File: src/rtl/nand_page_reader_pkg.sv
package nand_page_reader_pkg;

    typedef enum logic [3:0] {
        ST_IDLE,
        ST_CMD0,
        ST_ADDR,
        ST_CMD1,
        ST_WAITRB,
        ST_PAUSE,
        ST_CLR,
        ST_READ,
        ST_GAP,
        ST_DRAIN,
        ST_CMP,
        ST_FIN
    } rd_state_e;

    localparam logic [7:0] OP_READ_SETUP = 8'h00;
    localparam logic [7:0] OP_READ_GO    = 8'h30;

endpackage

File: src/rtl/nand_addr_byte.sv
module nand_addr_byte #(
    parameter int ROW_CYC    = 2,
    parameter int MAIN_BYTES = 2048,
    parameter int AI_W       = 2
) (
    input  logic [AI_W-1:0]      idx,
    input  logic [8*ROW_CYC-1:0] row,
    input  logic                 spare_col,
    output logic [7:0]           byte_o
);
    logic [15:0] col;

    always_comb begin
        col    = spare_col ? 16'(MAIN_BYTES) : 16'h0000;
        byte_o = col[7:0];
        if (idx == AI_W'(1)) byte_o = col[15:8];
        for (int r = 0; r < ROW_CYC; r++) begin
            if (idx == AI_W'(r + 2)) byte_o = row[8*r +: 8];
        end
    end
endmodule

File: src/rtl/nand_spare_grab.sv
module nand_spare_grab #(
    parameter int NCH     = 4,
    parameter int ECC_OFS = 1,
    parameter int SI_W    = 12
) (
    input  logic              clk,
    input  logic              rst_n,
    input  logic              clr,
    input  logic              cap,
    input  logic [SI_W-1:0]   sidx,
    input  logic [7:0]        sbyte,
    output logic [NCH*24-1:0] stored,
    output logic              bad
);
    logic [NCH*24-1:0] stored_d, stored_q;
    logic              bad_d, bad_q;

    always_comb begin
        stored_d = stored_q;
        bad_d    = bad_q;
        if (clr) begin
            stored_d = '0;
            bad_d    = 1'b0;
        end else if (cap) begin
            if (sidx == '0) bad_d = (sbyte != 8'hFF);
            for (int k = 0; k < NCH; k++) begin
                for (int j = 0; j < 3; j++) begin
                    if (sidx == SI_W'(ECC_OFS + 3*k + j)) stored_d[24*k + 8*j +: 8] = sbyte;
                end
            end
        end
    end

    always_ff @(posedge clk or negedge rst_n) begin
        if (!rst_n) begin
            stored_q <= '0;
            bad_q    <= 1'b0;
        end else begin
            stored_q <= stored_d;
            bad_q    <= bad_d;
        end
    end

    assign stored = stored_q;
    assign bad    = bad_q;
endmodule

File: src/rtl/nand_page_reader.sv
module nand_page_reader
    import nand_page_reader_pkg::*;
#(
    parameter int MAIN_BYTES    = 2048,
    parameter int CHUNK_BYTES   = 512,
    parameter int SPARE_BYTES   = 64,
    parameter int ECC_OFS       = 1,
    parameter int ROW_CYC       = 2,
    parameter int PAGES_PER_BLK = 64,
    parameter int CNT_W         = 16,
    localparam int NCH   = MAIN_BYTES / CHUNK_BYTES,
    localparam int ROW_W = 8 * ROW_CYC,
    localparam int CI_W  = (NCH > 1) ? $clog2(NCH) : 1
) (
    input  logic              clk,
    input  logic              rst_n,
    input  logic              start,
    input  logic              probe,
    input  logic [ROW_W-1:0]  row_addr,
    input  logic [CNT_W-1:0]  wait_cycles,
    input  logic [CNT_W-1:0]  gap_cycles,
    output logic              nand_ce_n,
    output logic              nand_cle,
    output logic              nand_ale,
    output logic              nand_we,
    output logic [7:0]        nand_io_out,
    input  logic              nand_rb,
    output logic              nand_re,
    input  logic [7:0]        nand_io_in,
    output logic              data_valid,
    output logic [7:0]        data_byte,
    output logic              ecc_restart,
    input  logic [23:0]       ecc_calc,
    output logic              cmp_valid,
    output logic [CI_W-1:0]   cmp_idx,
    output logic [23:0]       cmp_calc,
    output logic [23:0]       cmp_stored,
    input  logic [1:0]        cmp_verdict,
    output logic              done,
    output logic [2*NCH-1:0]  chunk_status,
    output logic              bad_block
);
    localparam int NADDR = 2 + ROW_CYC;
    localparam int AI_W  = $clog2(NADDR);
    localparam int IDX_W = $clog2(MAIN_BYTES + 1);
    localparam int CH_W  = $clog2(NCH + 1);

    typedef struct packed {
        rd_state_e         st;
        logic [CNT_W-1:0]  cnt;
        logic [IDX_W-1:0]  bidx;
        logic [CH_W-1:0]   chunk;
        logic              spare;
        logic              probe;
        logic [ROW_W-1:0]  row;
        logic              dv;
        logic [7:0]        dbyte;
        logic [NCH*24-1:0] calc;
        logic [2*NCH-1:0]  stat;
    } rd_regs_t;

    rd_regs_t          q, d;
    logic              grab_clr, grab_cap, grab_bad;
    logic [NCH*24-1:0] grab_stored;
    logic [7:0]        addr_byte;
    logic [IDX_W-1:0]  in_chunk;

    assign in_chunk = q.bidx % IDX_W'(CHUNK_BYTES);

    always_comb begin
        d        = q;
        d.dv     = 1'b0;
        grab_clr = 1'b0;
        grab_cap = 1'b0;
        case (q.st)
            ST_IDLE: if (start) begin
                d.st    = ST_CMD0;
                d.probe = probe;
                d.row   = probe ? (row_addr & ~ROW_W'(PAGES_PER_BLK - 1)) : row_addr;
                d.stat  = '0;
                d.calc  = '0;
                d.chunk = '0;
                d.spare = 1'b0;
                d.bidx  = '0;
                d.cnt   = '0;
                grab_clr = 1'b1;
            end
            ST_CMD0: begin
                d.st  = ST_ADDR;
                d.cnt = '0;
            end
            ST_ADDR: begin
                if (q.cnt == CNT_W'(NADDR - 1)) d.st = ST_CMD1;
                else d.cnt = q.cnt + 1'b1;
            end
            ST_CMD1: d.st = ST_WAITRB;
            ST_WAITRB: if (nand_rb) begin
                d.st  = ST_PAUSE;
                d.cnt = '0;
            end
            ST_PAUSE: begin
                if (q.cnt >= wait_cycles) begin
                    if (q.probe) begin
                        d.st    = ST_READ;
                        d.spare = 1'b1;
                    end else begin
                        d.st = ST_CLR;
                    end
                end else begin
                    d.cnt = q.cnt + 1'b1;
                end
            end
            ST_CLR: begin
                for (int k = 0; k < NCH; k++) begin
                    if (q.chunk == CH_W'(k + 1)) d.calc[24*k +: 24] = ecc_calc;
                end
                if (q.chunk == CH_W'(NCH)) begin
                    d.spare = 1'b1;
                    d.bidx  = '0;
                end
                if (gap_cycles > CNT_W'(2)) begin
                    d.st  = ST_GAP;
                    d.cnt = CNT_W'(3);
                end else begin
                    d.st = ST_READ;
                end
            end
            ST_READ: begin
                d.bidx = q.bidx + 1'b1;
                if (!q.spare) begin
                    d.dv    = 1'b1;
                    d.dbyte = nand_io_in;
                end else begin
                    grab_cap = 1'b1;
                end
                if (!q.spare && in_chunk == IDX_W'(CHUNK_BYTES - 1)) begin
                    d.chunk = q.chunk + 1'b1;
                    d.st    = ST_DRAIN;
                end else if (q.spare && q.bidx == IDX_W'(SPARE_BYTES - 1)) begin
                    d.cnt = '0;
                    d.st  = q.probe ? ST_FIN : ST_CMP;
                end else if (gap_cycles != '0) begin
                    d.st  = ST_GAP;
                    d.cnt = CNT_W'(1);
                end else begin
                    d.st = ST_READ;
                end
            end
            ST_GAP: begin
                if (q.cnt >= gap_cycles) d.st = ST_READ;
                else d.cnt = q.cnt + 1'b1;
            end
            ST_DRAIN: d.st = ST_CLR;
            ST_CMP: begin
                for (int k = 0; k < NCH; k++) begin
                    if (q.cnt == CNT_W'(k)) d.stat[2*k +: 2] = cmp_verdict;
                end
                if (q.cnt == CNT_W'(NCH - 1)) d.st = ST_FIN;
                else d.cnt = q.cnt + 1'b1;
            end
            ST_FIN: d.st = ST_IDLE;
            default: d.st = ST_IDLE;
        endcase
    end

    always_ff @(posedge clk or negedge rst_n) begin
        if (!rst_n) begin
            q    <= '0;
            q.st <= ST_IDLE;
        end else begin
            q <= d;
        end
    end

    nand_addr_byte #(.ROW_CYC(ROW_CYC), .MAIN_BYTES(MAIN_BYTES), .AI_W(AI_W)) i_addr (
        .idx(q.cnt[AI_W-1:0]), .row(q.row), .spare_col(q.probe), .byte_o(addr_byte)
    );

    nand_spare_grab #(.NCH(NCH), .ECC_OFS(ECC_OFS), .SI_W(IDX_W)) i_grab (
        .clk(clk), .rst_n(rst_n), .clr(grab_clr), .cap(grab_cap), .sidx(q.bidx),
        .sbyte(nand_io_in), .stored(grab_stored), .bad(grab_bad)
    );

    always_comb begin
        cmp_calc   = q.calc[23:0];
        cmp_stored = grab_stored[23:0];
        for (int k = 0; k < NCH; k++) begin
            if (q.cnt == CNT_W'(k)) begin
                cmp_calc   = q.calc[24*k +: 24];
                cmp_stored = grab_stored[24*k +: 24];
            end
        end
    end

    assign nand_ce_n    = (q.st == ST_IDLE) || (q.st == ST_CMP) || (q.st == ST_FIN);
    assign nand_cle     = (q.st == ST_CMD0) || (q.st == ST_CMD1);
    assign nand_ale     = (q.st == ST_ADDR);
    assign nand_we      = nand_cle || nand_ale;
    assign nand_io_out  = (q.st == ST_CMD0) ? OP_READ_SETUP :
                          (q.st == ST_CMD1) ? OP_READ_GO : addr_byte;
    assign nand_re      = (q.st == ST_READ);
    assign data_valid   = q.dv;
    assign data_byte    = q.dbyte;
    assign ecc_restart  = (q.st == ST_CLR) && (q.chunk != CH_W'(NCH));
    assign cmp_valid    = (q.st == ST_CMP);
    assign cmp_idx      = q.cnt[CI_W-1:0];
    assign done         = (q.st == ST_FIN);
    assign chunk_status = q.stat;
    assign bad_block    = grab_bad;
endmodule

File: config.mk
export PLATFORM = sky130hd
export DESIGN_NAME = nand_page_reader
export DESIGN_NICKNAME = d
export VERILOG_FILES = /design/src/rtl/nand_page_reader_pkg.sv /design/src/rtl/nand_addr_byte.sv /design/src/rtl/nand_spare_grab.sv /design/src/rtl/nand_page_reader.sv
export SDC_FILE = /design/constraint.sdc
export NUM_CORES = 1
export LEC_CHECK = 0
export ABC_CLOCK_PERIOD_IN_PS = 2910
export BUFFER_PORTS_ARGS = -buffer_cell sky130_fd_sc_hd__buf_2
export CORE_AREA = 2 2 187 189
export DETAILED_ROUTE_END_ITERATION = 10
export DIE_AREA = 0 0 189 191
export PLACE_DENSITY = 0.57
export SYNTH_ARGS = -nofsm -noshare
export SYNTH_HDL_FRONTEND = slang
export SYNTH_SLANG_ARGS = --single-unit
File: constraint.sdc
create_clock -name clk -period 2.91 [get_ports clk]
set_input_delay 0.4365 -clock clk [delete_from_list [all_inputs] [get_ports clk]]
set_output_delay 0.4365 -clock clk [all_outputs]
set_load 0.1 [all_outputs]
; Word-level counts from Yosys, hierarchy flattened
; Index checks and enable logic that the tools add are counted.
[totals]
in_bits = 87
output_inout_bits = 84
elab_cells = 231
ff_bits = 263
[op_classes]
order_cmp = 3
add_sub_neg = 3
n_eq_ne = 58
n_bitwise = 1
muxes = 75
reduce_logical = 61
[op_table]
columns = operator, n
row1 = 2-to-1 mux 24 bit, 10
row2 = 2-to-1 mux 96 bit, 2
row3 = one-hot mux 96 bit (2 select lines), 1
row4 = 2-to-1 mux 8 bit, 17
row5 = one-hot mux 16 bit (8 select lines), 1
row6 = 2-to-1 mux 104 bit, 1
row7 = 2-to-1 mux 16 bit, 6
row8 = equality test 12 x 4 -> 1 bit (second input constant), 5
row9 = 2-to-1 mux 53 bit, 1
row10 = equality test 12 x 3 -> 1 bit (second input constant), 4
row11 = one-hot mux 4 bit (11 select lines), 1
row12 = 2-to-1 mux 20 bit, 2
row13 = one-hot mux 12 bit (3 select lines), 1
row14 = nonzero test 2 bit, 17
row15 = equality test 16 x 2 -> 1 bit (second input constant), 2
row16 = >= comparator 16 bit, 2
row17 = AND reduction 2 bit, 15
row18 = AND reduction 3 bit, 10
row19 = 2-to-1 mux 4 bit, 7
row20 = != test 2 bit (second input constant), 14
row21 = equality test 12 x 2 -> 1 bit (second input constant), 2
row22 = 2-to-1 mux 12 bit, 2
row23 = 2-to-1 mux 9 bit, 2
row24 = adder 16 x 1 -> 16 bit (second input constant), 1
row25 = other kinds (41), 75

; Logic depth before layout (Yosys ltp)
; Gate-level depths: netlist (run 1).
[depth]
depth_word = 6
ltp_mapped = 13
depth_no_buf = 11

; Modules after synthesis
; From an unflattened synthesis (run 1), not the netlist that was laid out.
[hier_totals]
hier_cells = 1507
area_unflattened_um2 = 14308.7
[modules_own_cells]
columns = mod, cells_each, n_inst, area_per_inst_um2, seq_area_each_um2
row1 = nand_page_reader, 1132, 1, 9525.4, 4154.0
row2 = nand_spare_grab, 357, 1, 4634.4, 2427.3
row3 = nand_addr_byte, 18, 1, 148.9, 0.0

; Worst setup path before layout (run 1)
; OpenSTA, ideal clock, no wires.
[synth_path]
path_type = reg2out
start = register q[152] in the netlist's numbering
end = output port cmp_calc[10]
n_path_buf = 2
stages_incl_launch_ff = 9
setup_slack_ns = -1.700
t_arrival_ns = 4.173
cell_sequence = dfrtp_1 -> or4_1 -> nor4_4 -> buf_2 -> buf_2 -> nand3_1 -> nand3_1 -> o21ai_0 -> o21ai_0
[synth_between]
elab_chain_len = 4
word_cells_on_any_way = 6
cone_classes = 3 x eq/ne / 3 x mux
[synth_lines]
columns = item, line_no
row1 = start: declaration, nand_page_reader.sv:62  ; rd_regs_t q, d;
row2 = equality test 16 x 1 -> 1 bit, nand_page_reader.sv:188  ; if (q.cnt == CNT_W'(k)) begin
row3 = 2-to-1 mux 24 bit (2 in series), nand_page_reader.sv:188
row4 = 2-to-1 mux 24 bit *, nand_page_reader.sv:188
row5 = end: declaration, nand_page_reader.sv:36  ; output logic [23:0] cmp_calc,
; Mark *: on every way between the ends. The rest lies on a longest branch, timed or not.

; Final worst setup path (run 1)
[layout_path]
start = register q[157] in the netlist's numbering
end = output port cmp_stored[12]
[layout_between]
elab_chain_len = 4
word_cells_on_any_way = 6
cone_classes = 3 x eq/ne / 3 x mux
[layout_lines]
columns = item, line_no
row1 = equality test 16 x 1 -> 1 bit, nand_page_reader.sv:188
row2 = 2-to-1 mux 24 bit (2 in series), nand_page_reader.sv:188
row3 = 2-to-1 mux 24 bit *, nand_page_reader.sv:188
row4 = end: declaration, nand_page_reader.sv:37  ; output logic [23:0] cmp_stored,
; Marked as above.

==> results of run 1 <==
[report_power, final]
part / internal, mW / total, mW / switching, mW
registers: 4.46 / 5.00 / 0.542
logic: 5.60 / 16.0 / 10.4
clock network: 2.17 / 3.67 / 1.50
total: 12.2 / 24.7 / 12.4
[cell usage after synthesis (4+ instances only)]
library cell	instances	share of area
nand2_1	453	0.12
dfrtp_1	263	0.47
o21ai_0	191	0.069
nand3_1	122	0.044
a21oi_1	114	0.041
clkbuf_1	83	0.022
nor2_1	64	0.017
ha_1	46	0.042
inv_1	45	0.012
a22o_1	29	0.018
buf_4	20	0.011
buf_2	18	0.0065
o21ai_1	16	0.0058
nor3_1	12	0.0043
a22oi_1	11	0.0060
nand2b_1	11	0.0050
nand4_1	11	0.0050
nor2b_1	11	0.0050
mux2_2	10	0.0081
o31ai_1	10	0.0054
and3_1	8	0.0036
mux2i_1	8	0.0058
nor2_4	7	0.0057
a31oi_1	6	0.0027
nand3b_1	6	0.0032
xor2_1	6	0.0038
nor4_1	5	0.0023
or2_2	5	0.0023
or3_1	5	0.0023
and2_1	4	0.0018
or4_1	4	0.0022
[kinds of logic after synthesis]
logic type	after synthesis	synth area share
DFF	263	0.4748
xor gates and xnor gates	7	0.004423
AOI/OAI and AO/OA	403	0.1657
buffers and inverters	170	0.05362
adders and majority gates	46	0.04152
muxes	18	0.01390
and+or+nand+nor	750	0.2460
[area by class of cell]
| class | count | share of cell area |
|---|---|---|
| Inverter | 45 | 0.008814 |
| Multi-Input combinational cell | 1225 | 0.4086 |
| Tap cell | 455 | 0.02971 |
| Clock buffer | 46 | 0.04440 |
| Sequential cell | 263 | 0.3435 |
| Clock inverter | 5 | 0.004505 |
| Timing Repair Buffer | 300 | 0.1605 |
[worst min-delay path by stage]
stage | slack [ns] | depth (start not counted) | end | from
2_1_floorplan | 0.14 | 0 | chunk_status[0] | rst_n
3_3_place_gp | 0.46 | 2 | q[72] | q[72]
3_5_place_dp | 0.46 | 2 | q[124] | q[124]
4_1_cts | 0.05 | 3 | q[120] | row_addr[7]
5_1_grt | 0.07 | 3 | q[127] | row_addr[14]
6_report | 0.07 | 3 | q[120] | row_addr[7]
[stage by stage]
step | std cells | power (mW)
6_report | 2339 | 24.66
3_3_place_gp | 2251 | 19.50
2_1_floorplan | 1657 | 15.22
5_1_grt | 2339 | 25.76
4_1_cts | 2324 | 24.11
3_5_place_dp | 2251 | 19.61
[layer usage]
layer | wire (µm) | GRT usage | vias to the layer above
met3 | 2439 | 0.03176 | 71
met1 | 19290 | 0.3228 | 6133
met5 | 7 | 0 | -
met4 | 981 | 0.05889 | 2
met2 | 19190 | 0.3664 | 370
li1 | - | - | 6084
[tightest hold or removal path, cell delays in order]
cell     delay, ns
buf_2         0.08
nand2_1       0.04
nand2_1       0.04
[flip-flops by register name (all words and copies together) (netlist names)]
| register | flops |
|---|---|
| data_byte | 8 |
| chunk_status | 8 |
| cmp_idx | 2 |
| data_valid | 1 |
| i_grab.bad | 1 |
| q | 147 |
| i_grab.stored | 96 |
[timing repair]
action,CTS,global route
setup buffers,19,9
hold endpoints to repair,81,0
cloned,2,6
hold buffers,1,0
setup endpoints to repair,52,62
resized for setup,72,51
pin swaps,24,59
[placed cells by master (no fill, tap or decap), types with 6 or more instances in the layout]
master,count
a21oi_1,109
a22o_1,29
a22oi_1,11
a31oi_1,6
and3_1,7
buf_12,67
buf_2,110
buf_4,99
buf_6,7
buf_8,6
clkbuf_1,12
clkbuf_16,35
dfrtp_1,262
ha_1,44
inv_1,45
mux2_2,10
mux2i_1,8
nand2_1,451
nand2b_1,11
nand3_1,49
nand3_2,70
nand3b_1,6
nand4_1,11
nor2_1,57
nor2_2,7
nor2_4,7
nor2b_1,11
nor3_1,10
o21ai_0,107
o21ai_2,46
o21ai_4,51
o31ai_1,10
xor2_1,6
==> impl_metrics.toml, run 1 <==
[status]
outcome = "finished with violations"
violations = "setup timing"

[timing]
fin_crit_sh = 1.140
finalClockSkew_ns = 0.01394
whs_ns = 0.07329
setup_ws_ns = -0.4080
fmax_mhz = 301.4
grt_setup_unrepaired = "yes"
finalCriticalPeriod_ns = 3.318
slew_headroom = 0.2020
finalSetupViolCount = 48
hold_viol_final = 0
worstMarginPinSlew_ns = 1.194
setup_tns_ns = -17.67
slew_violations = 0

[worst_setup_path]
cp.depth = 10
cp_top_family = "simple AND/OR/NAND/NOR gates"
reg2reg_slack_ns = 0.13
path_cells = "or4_4 -> nor4_4 -> buf_6 -> buf_12 -> clkbuf_16 -> nand3_2 -> nand3_2 -> o21ai_2 -> o21ai_4 -> buf_12"
path_buf_inv = 4
rr_endpoint = "i_grab.stored[53]"
crit_start = "q[157]"
reg2reg_depth = 6
critPathKind = "flip-flop to output port"
slowest_delay_ns = 0.56
r2r-start = "q[144]"
worst_ep_required_time_ns = 2.47
worstPathMaxFanout = 6
worstPathArrival_ns = 2.88
endpoint = "cmp_stored[12]"
critical-path-slowest-cell = "or4_4"
cp-end-kind = "output port"
start_kind = "flip-flop"

[finish]
diodes = 0
layout-drive-gt1-share = 0.3031
area_growth_pct = 38.26
final_util = 0.5617
fin_nets = 1998
multi_input_area_um2 = 7830
seqCellArea_um2 = 6583
finalInstanceArea_um2 = 19160
fillers = 3090

[run]
max-cap-violations = 0

[floorplan]
core_area_um2 = 34120
fp-row-count = 68
die_area_um2 = 36100
initial_core_util = 0.4063
die_w_um = 189
io_pins = 171
die_h_um = 191

[min_path]
hold_path_class = "primary input to flip-flop"

[logic_synthesis]
synth_edf_count = 0
synthFlopType = "dfrtp_1"
synth.yosys.seq_area_share = 0.4748
synthArstFlopShare = 1.000
synthDistinctLibCells = 67
ys_seq_elements = 263
synth_area_um2 = 13860
synth.avg_cell_area_um2 = 8.365
yosysWarningCount = 0
synth_cells = 1657
mappedNetlistNets = 1790

[global_routing]
grt_antenna_before_repair = 1
grt_start_max_net_pins = 117
grt_pass1_wl_um = 66610
grt_overflow = 0
grt_usage = 0.2276
grt_pass1_vias = 12460

[clocking]
cts_tree = "built"
h-tree-depth = 1
root_buffer = "clkbuf_16"
clk_pin_slew_worst_paths_ns = 0.06
clockBufferDepth = 3
insertion_delay_ns = 0.56
cts_buffers = 30
cts.sinks = 263

[drt]
route.detailed.drc = 0
first_pass_iters = 5
vias_per_cell = 5.413
vias = 12660
drt_iter0_drc = 992
wirelength_um = 41910
wire_per_inst_um = 17.92
final_antenna_net_count = 0

[power_and_ir_drop]
leakage_nw = 8.691
vdd.ir_drop.worst_uv = 1056
power_density_nw_per_um2 = 1287

[placed_design]
place.gp.congestion = 0.8809
place_hpwl_um = 27460
port_buffers = 170
placed_area_um2 = 17320
pre_cts_slack_ns = -0.08011
Note: power is estimated with default switching activity, not from simulation.
==> run 2: changes to the inputs <==
--- a/config.mk
+++ b/config.mk
@@ -7,9 +7,9 @@
 export LEC_CHECK = 0
 export ABC_CLOCK_PERIOD_IN_PS = 2910
 export BUFFER_PORTS_ARGS = -buffer_cell sky130_fd_sc_hd__buf_2
-export CORE_AREA = 2 2 187 189
+export CORE_AREA = 4 4 189 191
 export DETAILED_ROUTE_END_ITERATION = 10
-export DIE_AREA = 0 0 189 191
+export DIE_AREA = 0 0 193 195
 export PLACE_DENSITY = 0.57
 export SYNTH_ARGS = -nofsm -noshare
 export SYNTH_HDL_FRONTEND = slang
==> constraint.sdc (replaced) <==
create_clock -name clk -period 2.91 [get_ports clk]
set_input_delay 0.582 -clock clk [delete_from_list [all_inputs] [get_ports clk]]
set_output_delay 0.582 -clock clk [all_outputs]
set_load 0.1 [all_outputs]
==> run 2 against run 1 <==
Against the previous run:
- the flow still finishes with violations (setup timing)
- critical path depth did not move
- fmax is 5.6% lower
- final area increased by 1.9%
- die area grew 4.3%
- worst setup slack worse by 0.20 ns
- cell count is 0.98% higher
- combinational power about the same
- largest cell class unchanged
==> impl_metrics.toml, run 2 (synthesized netlist as in run 1, its figures left out) <==
[status]
outcome = "finished with violations"
violations = "setup timing"

[worst_setup_path]
critical-path-slowest-cell = "or4_4"
worstPathArrival_ns = 2.93
worstPathMaxFanout = 7
worst_ep_required_time_ns = 2.33
critPathKind = "flip-flop to output port"
cp-end-kind = "output port"
start_kind = "flip-flop"
cp_top_family = "simple AND/OR/NAND/NOR gates"
crit_start = "q[157]"
slowest_delay_ns = 0.55
r2r-start = "q[152]"
path_buf_inv = 4
path_cells = "or4_4 -> nor4_4 -> buf_6 -> nand2_8 -> buf_12 -> buf_8 -> nand3_2 -> o21ai_2 -> o21ai_2 -> buf_12"

[power_and_ir_drop]
vdd.ir_drop.worst_uv = 1042
pwr-share-seq = 0.199
power.clock.fraction = 0.152
p_int_mw = 12.71
p_sw_mw = 12.48
leakage_nw = 8.911
power_frac_comb = 0.648
switching_share = 0.4955
power_density_nw_per_um2 = 1290

[global_routing]
grt_pass1_vias = 12680
grt_pass1_wl_um = 68880
grt_usage = 0.2232
grt_antenna_before_repair = 0
grt_overflow = 0
grt_start_max_net_pins = 116

[drt]
vias = 12730
wire_per_inst_um = 17.89
drt_iter0_drc = 858
final_antenna_net_count = 0
route.detailed.drc = 0
vias_per_cell = 5.388
wirelength_um = 42250
first_pass_iters = 6

[placed_design]
dp.cells = 2275
place_hpwl_um = 28930
port_buffers = 170
placed_area_um2 = 17680
place.gp.congestion = 0.8632

[finish]
layout_commonest_cell = "nand2_1"
diodes = 0
fin_nets = 2018
fillers = 3009
final_cell_mix = "nand2_1 (443), dfrtp_1 (259), a21oi_1 (109)"
largest_reg_flops = 147
regMostFlops = "q"
finalNonFillerCells = 2362
area_growth_pct = 40.90
layout-drive-gt1-share = 0.3204
finalInstanceArea_um2 = 19530

[clocking]
cts_buffers = 30
hold_buffers = 0
clk_pin_slew_worst_paths_ns = 0.06
clockBufferDepth = 3
cts.sinks = 263
h-tree-depth = 1
insertion_delay_ns = 0.56
cts_tree = "built"
root_buffer = "clkbuf_16"

[floorplan]
die_w_um = 193
fp-row-count = 68
die_h_um = 195
die_area_um2 = 37640
io_pins = 171
core_area_um2 = 34120
initial_core_util = 0.4063

[timing]
fin_crit_sh = 1.208
worstMarginPinSlew_ns = 1.177
slew_violations = 0
finalClockSkew_ns = 0.01431
slew_headroom = 0.2133
finalSetupViolCount = 48
grt_setup_unrepaired = "yes"
finalCriticalPeriod_ns = 3.515
hold_viol_final = 0
fmax_mhz = 284.5
setup_ws_ns = -0.6051

[min_path]
hold_path_class = "primary input to async pin"

[run]
max-cap-violations = 0
## run 2: final cells by class
type	count	area (µm²)	area share
clock inverters	11	113.9	0.005830
multi-input cells	1224	7809	0.3998
repair buffers	321	3374	0.1728
flip-flops and latches	263	6586	0.3372
clock buffers	43	900.9	0.04613
well taps	455	569.3	0.02915
inverters	45	176.4	0.009033
## run 2: worst paths after layout
check | endpoint | slack (ns) | depth (start not counted)
worst max-delay path | cmp_calc[10] | -0.61 | 10
worst min-delay path | q[88] | 0.02 | 1
worst max register to register | q[165] | 0.07 | 10
worst min register to register | q[124] | 0.48 | 2
max in group asynchronous | i_grab.stored[87] | 2.05 | 3
min in group clk | q[119] | 0.21 | 3
## run 2: timing repair
item | 4_1_cts | 5_1_grt
buffers inserted | 18 | 13
resized for setup | 89 | 38
endpoints found under the setup margin | 62 | 103
gates cloned | 3 | 2
pin swaps | 26 | 15
## run 2: through the flow
| step | utilization | TNS (ns) | total power [mW] | setup slack, ns | hold WS [ns] |
|---|---|---|---|---|---|
| after floorplan | - | -12.65 | 15.24 | -0.5649 | 0.2864 |
| after global placement | 0.5183 | -4.703 | 20.03 | -0.1714 | 0.4579 |
| after detailed placement | 0.5183 | -5.398 | 20.14 | -0.1999 | 0.4636 |
| after CTS | 0.5648 | -27.53 | 25.00 | -0.6195 | 0.02189 |
| after global routing | 0.5724 | -31.80 | 26.39 | -0.7133 | 0.04463 |
| final | 0.5724 | -26.59 | 25.19 | -0.6051 | 0.01727 |
## run 2: layer usage
metal  vias to the layer above  part of all wire  track usage
met3                        72             0.053      0.03253
met1                      6203              0.46       0.3237
li1                       6115                 -            -
met5                         -                 0            0
met4                         0             0.024      0.05481
met2                       336              0.46       0.3544
## run 2: power groups by stage
stage          Sequential, mW  Clock [mW]  Combinational (mW)
2_1_floorplan            4.93           0                10.3
3_3_place_gp             5.04           0                15.0
3_5_place_dp             5.05           0                15.1
4_1_cts                  5.01        3.93                16.1
5_1_grt                  5.12        4.08                17.2
6_report                 5.02        3.84                16.3
